==> src/rtl/bpc_pkg.sv <==
`timescale 1ns/1ps
package bpc_pkg;
    typedef enum logic [1:0] {
        HS_ACK   = 2'd0,
        HS_NAK   = 2'd1,
        HS_STALL = 2'd2,
        HS_ERR   = 2'd3
    } hs_e;

    typedef enum logic [1:0] {
        S_IDLE,
        S_HOLD,
        S_ISSUE,
        S_WAIT
    } st_e;

    localparam int CB_SEND = 0;
    localparam int CB_ARM  = 3;
    localparam int CB_HALT = 4;
    localparam int CB_RST  = 6;

    localparam int SB_STALL = 2;
    localparam int SB_HALT  = 4;
    localparam int SB_ERR   = 5;
endpackage

==> src/rtl/bpc_toggle.sv <==
`timescale 1ns/1ps
module bpc_toggle (
    input  logic clk,
    input  logic rst_n,
    input  logic clear,
    input  logic advance,
    output logic data1
);
    always_ff @(posedge clk) begin
        if (!rst_n)       data1 <= 1'b0;
        else if (clear)   data1 <= 1'b0;
        else if (advance) data1 <= ~data1;
    end

    // a reset command forces DATA0 on the next cycle
    a_r5_clear_data0: assert property (@(posedge clk) disable iff (!rst_n)
        clear |=> !data1);
endmodule

==> src/rtl/bpc_timer.sv <==
`timescale 1ns/1ps
module bpc_timer #(
    parameter int TIMEOUT_CYC = 32,
    localparam int CW = $clog2(TIMEOUT_CYC)
) (
    input  logic clk,
    input  logic rst_n,
    input  logic run,
    output logic expired
);
    logic [CW-1:0] cnt_q;

    always_ff @(posedge clk) begin
        if (!rst_n || !run) cnt_q <= '0;
        else if (!expired)  cnt_q <= cnt_q + 1'b1;
    end

    assign expired = run && (cnt_q == CW'(TIMEOUT_CYC - 1));
endmodule

==> src/rtl/bpc_stall.sv <==
`timescale 1ns/1ps
module bpc_stall (
    input  logic clk,
    input  logic rst_n,
    input  logic in_token,
    input  logic halted,
    input  logic host_mode,
    output logic stall_reply
);
    always_ff @(posedge clk) begin
        if (!rst_n) stall_reply <= 1'b0;
        else        stall_reply <= in_token && halted && !host_mode;
    end

    // STALL replies only follow an IN token on a halted peripheral pipe
    a_r4_stall_cause: assert property (@(posedge clk) disable iff (!rst_n)
        stall_reply |-> $past(in_token && halted && !host_mode));
endmodule

==> src/rtl/bulk_pipe_ctrl.sv <==
`timescale 1ns/1ps
module bulk_pipe_ctrl
    import bpc_pkg::*;
#(
    parameter int MAX_PKT     = 64,
    parameter int TIMEOUT_CYC = 32,
    localparam int LEN_W = $clog2(MAX_PKT + 1)
) (
    input  logic             clk,
    input  logic             rst_n,
    input  logic             host_mode,
    input  logic             cmd_we,
    input  logic [7:0]       cmd_byte,
    output logic [7:0]       status_byte,
    output logic             irq,
    input  logic             irq_ack,
    input  logic [LEN_W-1:0] buf_len,
    output logic             tx_req,
    output logic [LEN_W-1:0] tx_len,
    output logic             tx_data1,
    input  logic             hs_valid,
    input  logic [1:0]       hs_code,
    input  logic             in_token,
    output logic             stall_reply
);
    st_e  state_q, state_d;
    logic halt_q, halt_d;
    logic err_q, stall_q;
    logic send_cmd, halt_cmd, rst_cmd;
    logic hs_hit, timeout_hit, expired, wait_run, finish;
    logic unused_cmd_bits;

    assign send_cmd = cmd_we && cmd_byte[CB_SEND];
    assign halt_cmd = cmd_we && cmd_byte[CB_HALT];
    assign rst_cmd  = cmd_we && cmd_byte[CB_RST] && cmd_byte[CB_ARM];
    assign unused_cmd_bits = ^{cmd_byte[7], cmd_byte[5], cmd_byte[2:1]};

    always_comb begin
        if (halt_cmd)     halt_d = 1'b1;
        else if (rst_cmd) halt_d = 1'b0;
        else              halt_d = halt_q;
    end

    assign hs_hit      = (state_q == S_WAIT) && hs_valid;
    assign timeout_hit = (state_q == S_WAIT) && !hs_valid && expired;
    assign finish      = (hs_hit && hs_e'(hs_code) != HS_NAK) || timeout_hit;

    // state register
    always_ff @(posedge clk) begin
        if (!rst_n) state_q <= S_IDLE;
        else        state_q <= state_d;
    end

    // next-state logic
    always_comb begin
        state_d = state_q;
        unique case (state_q)
            S_IDLE:  if (send_cmd) state_d = halt_d ? S_HOLD : S_ISSUE;
            S_HOLD:  if (!halt_d)  state_d = S_ISSUE;
            S_ISSUE: state_d = S_WAIT;
            S_WAIT: begin
                if (hs_hit) begin
                    if (hs_e'(hs_code) == HS_NAK) state_d = halt_d ? S_HOLD : S_ISSUE;
                    else                          state_d = S_IDLE;
                end else if (timeout_hit) begin
                    state_d = S_IDLE;
                end
            end
            default: state_d = S_IDLE;
        endcase
    end

    // state-decoded outputs
    always_comb begin
        tx_req   = (state_q == S_ISSUE);
        wait_run = (state_q == S_WAIT);
        tx_len   = (buf_len > LEN_W'(MAX_PKT)) ? LEN_W'(MAX_PKT) : buf_len;
    end

    // flag registers
    always_ff @(posedge clk) begin
        if (!rst_n) begin
            halt_q  <= 1'b0;
            err_q   <= 1'b0;
            stall_q <= 1'b0;
            irq     <= 1'b0;
        end else begin
            halt_q <= halt_d;
            if (state_q == S_IDLE && send_cmd) begin
                err_q   <= 1'b0;
                stall_q <= 1'b0;
            end
            if ((hs_hit && hs_e'(hs_code) == HS_ERR) || timeout_hit) err_q <= 1'b1;
            if (hs_hit && hs_e'(hs_code) == HS_STALL && host_mode)   stall_q <= 1'b1;
            if (finish)       irq <= 1'b1;
            else if (irq_ack) irq <= 1'b0;
        end
    end

    always_comb begin
        status_byte           = 8'h00;
        status_byte[SB_STALL] = stall_q;
        status_byte[SB_HALT]  = halt_q;
        status_byte[SB_ERR]   = err_q;
    end

    bpc_toggle u_toggle (
        .clk     (clk),
        .rst_n   (rst_n),
        .clear   (rst_cmd),
        .advance (hs_hit && hs_e'(hs_code) == HS_ACK),
        .data1   (tx_data1)
    );

    bpc_timer #(.TIMEOUT_CYC(TIMEOUT_CYC)) u_timer (
        .clk     (clk),
        .rst_n   (rst_n),
        .run     (wait_run),
        .expired (expired)
    );

    bpc_stall u_stall (
        .clk         (clk),
        .rst_n       (rst_n),
        .in_token    (in_token),
        .halted      (halt_q),
        .host_mode   (host_mode),
        .stall_reply (stall_reply)
    );

    // the request is a single-cycle pulse
    a_r2_req_pulse: assert property (@(posedge clk) disable iff (!rst_n)
        tx_req |=> !tx_req);

    // no request leaves while the pipe is halted
    a_r9_no_req_halted: assert property (@(posedge clk) disable iff (!rst_n)
        tx_req |-> !halt_q);

    // an ACK without a reset command flips the toggle
    a_r3_ack_flips: assert property (@(posedge clk) disable iff (!rst_n)
        (hs_hit && hs_e'(hs_code) == HS_ACK && !rst_cmd) |=> (tx_data1 != $past(tx_data1)));

    // a NAK on an unhalted pipe re-issues at once
    a_r3_nak_retry: assert property (@(posedge clk) disable iff (!rst_n)
        (hs_hit && hs_e'(hs_code) == HS_NAK && !halt_d) |=> tx_req);

    // a timeout reports an error
    a_r8_timeout_err: assert property (@(posedge clk) disable iff (!rst_n)
        timeout_hit |=> status_byte[SB_ERR]);

    // the interrupt only rises from a transfer in progress
    a_r10_irq_source: assert property (@(posedge clk) disable iff (!rst_n)
        $rose(irq) |-> $past(state_q == S_WAIT));
endmodule

==> config.mk <==
export PLATFORM = sky130hd
export DESIGN_NAME = bulk_pipe_ctrl
export DESIGN_NICKNAME = d
export VERILOG_FILES = /design/src/rtl/bpc_pkg.sv /design/src/rtl/bpc_toggle.sv /design/src/rtl/bpc_timer.sv /design/src/rtl/bpc_stall.sv /design/src/rtl/bulk_pipe_ctrl.sv
export SDC_FILE = /design/constraint.sdc
export NUM_CORES = 1
export LEC_CHECK = 0
export ABC_AREA = 1
export ABC_CLOCK_PERIOD_IN_PS = 3500
export BUFFER_PORTS_ARGS = -buffer_cell sky130_fd_sc_hd__buf_4
export CORE_MARGIN = 4
export CORE_UTILIZATION = 30
export DETAILED_ROUTE_END_ITERATION = 12
export GPL_TIMING_DRIVEN = 1
export PLACE_DENSITY = 0.63
export SLEW_MARGIN = 20
export SYNTH_ARGS = -nofsm -noshare
export SYNTH_HDL_FRONTEND = slang
export SYNTH_SLANG_ARGS = --single-unit
==> constraint.sdc <==
create_clock -name clk -period 3.5 [get_ports clk]
set_clock_uncertainty 0.15 [all_clocks]
set_input_delay 0.175 -clock clk [delete_from_list [all_inputs] [get_ports clk]]
set_output_delay 0.175 -clock clk [all_outputs]
set_load 0.1 [all_outputs]
==> flow_metrics.py, run 1 <==
metrics = {
    "synthesis": {
        "ys_types": 23,
        "ys_seq_area_share_pct": 33.77,
        "synth_area_um2": 770.7,
        "avgSynthCellArea_um2": 6.588,
        "yosysWarnings": 0,
        "synth_cells": 117,
        "ys_seq_elements": 13,
    },
    "worst_setup_path": {
        "crit_top_cell": "nand2_1",
        "crit_chain": "ha_1, inv_1, nor3_1, ha_1, nor2_1, nand2_1, nand2_1, a21oi_1, nand2_1, a21oi_2",
        "cp-end-kind": "flop",
        "critPathSlowestCell": "dfxtp_1",
        "arrival_ns": 1.90,
        "cp_max_fo": 6,
        "cp_data_required_time_ns": 3.56,
        "worstSetupStartpointType": "flop",
        "critPathKind": "reg2reg",
        "crit_path_max_incr_delay_ns": 0.37,
    },
    "status": {
        "status": "finished clean",
    },
    "sta": {
        "hold_viol": 0,
        "fin_tns_setup_ns": 0,
        "rsz0062_at_grt": "false",
        "finalMaxSlewViolations": 0,
        "clock.fmax_ghz": 0.5435,
        "worst_slack_ns": 1.660,
        "setup_viol": 0,
        "min_period_ns": 1.840,
        "min_period_over_period_pct": 52.57,
        "whs_ns": 0.05205,
    },
    "drt": {
        "vias_per_cell": 4.330,
        "route.detailed.drc": 0,
        "drt_wl_total_um": 1791,
        "vias": 788,
        "drt_first_pass_iters": 3,
        "routedWlPerCell_um": 9.841,
        "drt_iter0_markers": 29,
        "postRouteAntennaNets": 0,
    },
    "power": {
        "peakVddDrop_mv": 0.1735,
        "power_uw": 410.0,
        "p_leak_nw": 0.5298,
        "p_per_area_nw_per_um2": 385.5,
    },
    "grt": {
        "overflow": 0,
        "grtUsageTotal_pct": 11.12,
        "grt_max_degree": 8,
        "grt_pass1_wl_um": 3015,
        "antenna_found_initial": 0,
        "grt_pass1_vias": 743,
    },
    "die": {
        "start_util_pct": 31.40,
        "die_width_um": 58.69,
        "dieHeight_um": 58.69,
        "io_pins": 43,
        "rows": 18,
        "die-area_um2": 3444,
        "core_um2": 2455,
    },
    "clocking": {
        "cts_setup_buffers": 0,
        "cts.path.max_buffers": 2,
        "clock-sinks": 13,
        "clock_latency_ns": 0.27,
        "tritoncts": "yes",
        "cts_root_buf": "clkbuf_4",
        "htreeDepth": 1,
        "numCtsBuffers": 3,
        "path_clk_slew_ns": 0.08,
    },
    "job": {
        "maxCapViolCount": 0,
    },
    "placed_design": {
        "io_buffers": 33,
        "hpwlAfterDp_um": 1541,
        "dp.cells": 175,
        "dpl_cell_area_um2": 1007,
        "preCtsSetupSlack_ns": 1.663,
        "globalplace.congestion": 0.7851,
    },
    "finish": {
        "layout_common_cells": "buf_4 (33), nand2_1 (23), inv_1 (17), nor2_1 (17), dfxtp_1 (13)",
        "final_common_cell": "buf_4",
        "stdcell_area_um2": 1064,
        "post-route-util_pct": 43.32,
        "area_growth_pct": 37.99,
        "drive_above_1_share_pct": 28.29,
        "final_cells": 182,
        "diodes": 0,
        "finalNetCount": 179,
    },
    "worst_hold_path": {
        "hold_class": "in2reg",
    },
}
-- cell usage after synthesis --
library cell | n | area share (%)
o22ai_1 | 1 | 0.81
buf_4 | 8 | 7.8
nor3_2 | 1 | 1.3
a21oi_2 | 1 | 1.1
ha_1 | 2 | 3.2
nor3_1 | 4 | 2.6
xor2_1 | 1 | 1.1
a21boi_0 | 1 | 0.97
xnor2_1 | 1 | 1.1
nor2_4 | 1 | 1.5
clkbuf_1 | 1 | 0.49
nor2_1 | 17 | 8.3
o21ai_1 | 2 | 1.3
nand2_1 | 23 | 11
nand2_2 | 2 | 1.6
a21oi_1 | 9 | 5.8
nand4_1 | 2 | 1.6
o21ai_0 | 1 | 0.65
nand3_1 | 6 | 3.9
inv_2 | 2 | 0.97
inv_1 | 17 | 8.3
dfxtp_1 | 13 | 34
conb_1 | 1 | 0.49
-- what timing repair did --
action,in CTS,in global routing
endpoints found under the hold margin,2,0
gates resized for setup,0,0
hold buffers,3,0
-- metal layers --
layer  GRT usage [%]  share of wire (%)  vias to the layer above
met4          0.9709                  0                        0
met2           20.57                 51                       26
met1           12.82                 40                      341
met3           3.728                9.0                        0
met5               0                  0                        -
li1                -                  -                      421
-- sequential cells by signal, summed over array words and instances (netlist names) --
register,count
irq,1
u_timer.cnt_q,5
halt_q,1
stall_q,1
u_stall.stall_reply,1
err_q,1
u_toggle.data1,1
state_q,2
-- final cells by class --
| cell class | count | area (µm²) |
|---|---|---|
| multi-input combinational | 80 | 390.4 |
| clock buffer | 4 | 26.28 |
| inverter | 19 | 71.32 |
| sequential | 13 | 260.3 |
| timing repair buffer | 36 | 277.8 |
| tap | 30 | 37.54 |
| fill | 268 | 1391 |
-- critical path, delay by kind of cell, from the launching register on --
| kind | cells | cell delay, ns |
|---|---|---|
| simple gates | 5 | 0.47 |
| compound gates | 2 | 0.25 |
| buf+inv | 1 | 0.05 |
| fa+ha+maj | 2 | 0.49 |
| flops | 1 | 0.37 |
-- kinds of logic after synthesis --
family,synth area share [%]
compound gates,10.71
fa+ha+maj,3.246
buf+inv,17.53
xor+xnor,2.273
flops,33.77
simple gates,31.98
other cells,0.4865
-- report_power, final --
| group | total, mW | internal [mW] | switching, mW |
|---|---|---|---|
| clock | 0.0904 | 0.0441 | 0.0464 |
| sequential | 0.161 | 0.154 | 0.00681 |
| combinational | 0.159 | 0.0409 | 0.118 |
| total | 0.410 | 0.239 | 0.171 |
-- final timing paths --
kind	to	cells after the start	startpoint	slack, ns
worst min register to register	u_timer.cnt_q[3]	2	u_timer.cnt_q[3]	0.31
worst max register to register	state_q[1]	10	u_timer.cnt_q[0]	1.66
worst min-delay path	err_q	3	hs_code[0]	0.05
worst max-delay path	state_q[1]	10	u_timer.cnt_q[0]	1.66
No activity file was read; power rests on OpenSTA's default activity.
==> inputs of run 2 (changes only) <==
ABC_CLOCK_PERIOD_IN_PS = 1900   (was 3500)
clock period = 1.9 ns   (was 3.5 ns; I/O delays follow)
==> flow_metrics.py, run 2 (same netlist as run 1, synthesis figures left out) <==
metrics = {
    "die": {
        "rows": 18,
        "start_util_pct": 31.40,
        "dieHeight_um": 58.69,
        "die-area_um2": 3444,
        "core_um2": 2455,
        "io_pins": 43,
        "die_width_um": 58.69,
    },
    "grt": {
        "overflow": 0,
        "grt_pass1_vias": 827,
        "grt_max_degree": 8,
        "antenna_found_initial": 0,
        "grt_pass1_wl_um": 3077,
        "grtUsageTotal_pct": 11.38,
    },
    "drt": {
        "postRouteAntennaNets": 0,
        "routedWlPerCell_um": 10.13,
        "drt_first_pass_iters": 4,
        "route.detailed.drc": 0,
        "drt_iter0_markers": 15,
        "vias": 831,
        "vias_per_cell": 4.444,
        "drt_wl_total_um": 1894,
    },
    "finish": {
        "drive_above_1_share_pct": 29.30,
        "final_cells": 187,
        "largest-register": "u_timer.cnt_q",
        "largest_register_ffs": 5,
        "layout_common_cells": "buf_4 (34), nand2_1 (23), inv_1 (17)",
        "nFillCells": 265,
        "reg_top3": "u_timer.cnt_q: 5 flops, state_q: 2 flops",
        "area_growth_pct": 44.64,
        "stdcell_area_um2": 1115,
        "post-route-util_pct": 45.41,
        "final_common_cell": "buf_4",
        "diodes": 0,
        "finalNetCount": 184,
    },
    "sta": {
        "clock.fmax_ghz": 0.5794,
        "setup_viol": 0,
        "min_period_ns": 1.726,
        "worst_slack_ns": 0.1742,
        "min_period_over_period_pct": 90.83,
        "hold_viol": 0,
        "whs_ns": 0.001665,
        "rsz0062_at_grt": "false",
        "finalMaxSlewViolations": 0,
        "fin_tns_setup_ns": 0,
    },
    "clocking": {
        "path_clk_slew_ns": 0.08,
        "cts_root_buf": "clkbuf_4",
        "htreeDepth": 1,
        "clock-sinks": 13,
        "numCtsBuffers": 3,
        "cts.path.max_buffers": 2,
        "clock_latency_ns": 0.27,
        "tritoncts": "yes",
    },
    "placed_design": {
        "io_buffers": 33,
        "preCtsSetupSlack_ns": 0.1810,
        "globalplace.congestion": 0.8134,
        "dpl_cell_area_um2": 1017,
        "dp.cells": 176,
        "hpwlAfterDp_um": 1494,
    },
    "worst_setup_path": {
        "critPathSlowestCell": "dfxtp_1",
        "crit_buf_inv": 2,
        "arrival_ns": 1.79,
        "crit_path_max_incr_delay_ns": 0.36,
        "crit_chain": "ha_1, inv_1, nor3_1, ha_1, buf_4, nand2_2, nor2_1, a21oi_1, a21oi_1",
        "cp.depth": 9,
        "critPathKind": "reg2reg",
        "crit_family": "simple AND/OR/NAND/NOR gates",
        "cp_data_required_time_ns": 1.96,
        "worstSetupStartpointType": "flop",
        "cp-end-kind": "flop",
        "rrSetupSlack_ns": 0.17,
        "cp_max_fo": 6,
        "r2r_cells": 9,
        "cp-startpoint": "u_timer.cnt_q[1]",
        "regToRegStartpoint": "u_timer.cnt_q[1]",
        "r2r_end": "err_q",
    },
    "job": {
        "maxCapViolCount": 0,
    },
    "worst_hold_path": {
        "hold_class": "in2reg",
        "hp-start": "irq_ack",
        "hold_path_depth": 4,
        "hold_path_end": "irq",
    },
    "status": {
        "status": "finished clean",
    },
    "power": {
        "p_per_area_nw_per_um2": 689.8,
        "peakVddDrop_mv": 0.4193,
        "power_uw": 769.0,
        "p_leak_nw": 0.5494,
    },
}
-- run 2: changes by cell type in the layout (fill, tap and decap cells not counted), sizes merged --
| cell | before | now |
|---|---|---|
| buf | 33 | 34 |
| dlygate4sd3 | 3 | 7 |
-- run 2: layout make-up --
class | instances | area [µm²] | area share, %
multi-input combinational | 80 | 392.9 | 35.24
timing repair buffer | 41 | 325.3 | 29.18
sequential | 13 | 261.5 | 23.46
inverter | 19 | 71.32 | 6.397
tap | 30 | 37.54 | 3.367
clock buffer | 4 | 26.28 | 2.357
-- run 2: worst max-delay path by stage --
stage,endpoint
6_report,err_q
5_1_grt,err_q
4_1_cts,err_q
3_5_place_dp,err_q
3_3_place_gp,err_q
2_1_floorplan,tx_len[0]
-- run 2: worst reg2reg max path, cell delays in order (launching register included) --
cell and delay [ns]:
dfxtp_1 0.36, ha_1 0.18, inv_1 0.06, nor3_1 0.16
ha_1 0.20, buf_4 0.15, nand2_2 0.10, nor2_1 0.16
a21oi_1 0.06, a21oi_1 0.11
-- run 2: timing repair --
item | 4_1_cts | 5_1_grt
resized for setup | 0 | 1
buffers inserted | 0 | 0
hold endpoints to repair | 7 | 0
setup endpoints to repair | 0 | 1
hold buffers | 7 | 0
-- run 2: routing by layer --
layer	up-vias	GRT usage, %	share of wire [%]
met2	30	22.65	52
li1	433	-	-
met1	366	11.19	39
met5	-	0	0
met3	2	3.947	9.2
met4	0	2.265	0.42
-- run 2: power by group --
| group | internal (mW) | switching, mW | total [mW] |
|---|---|---|---|
| combinational | 0.0801 | 0.220 | 0.300 |
| clock | 0.0814 | 0.0914 | 0.173 |
| sequential | 0.284 | 0.0129 | 0.296 |
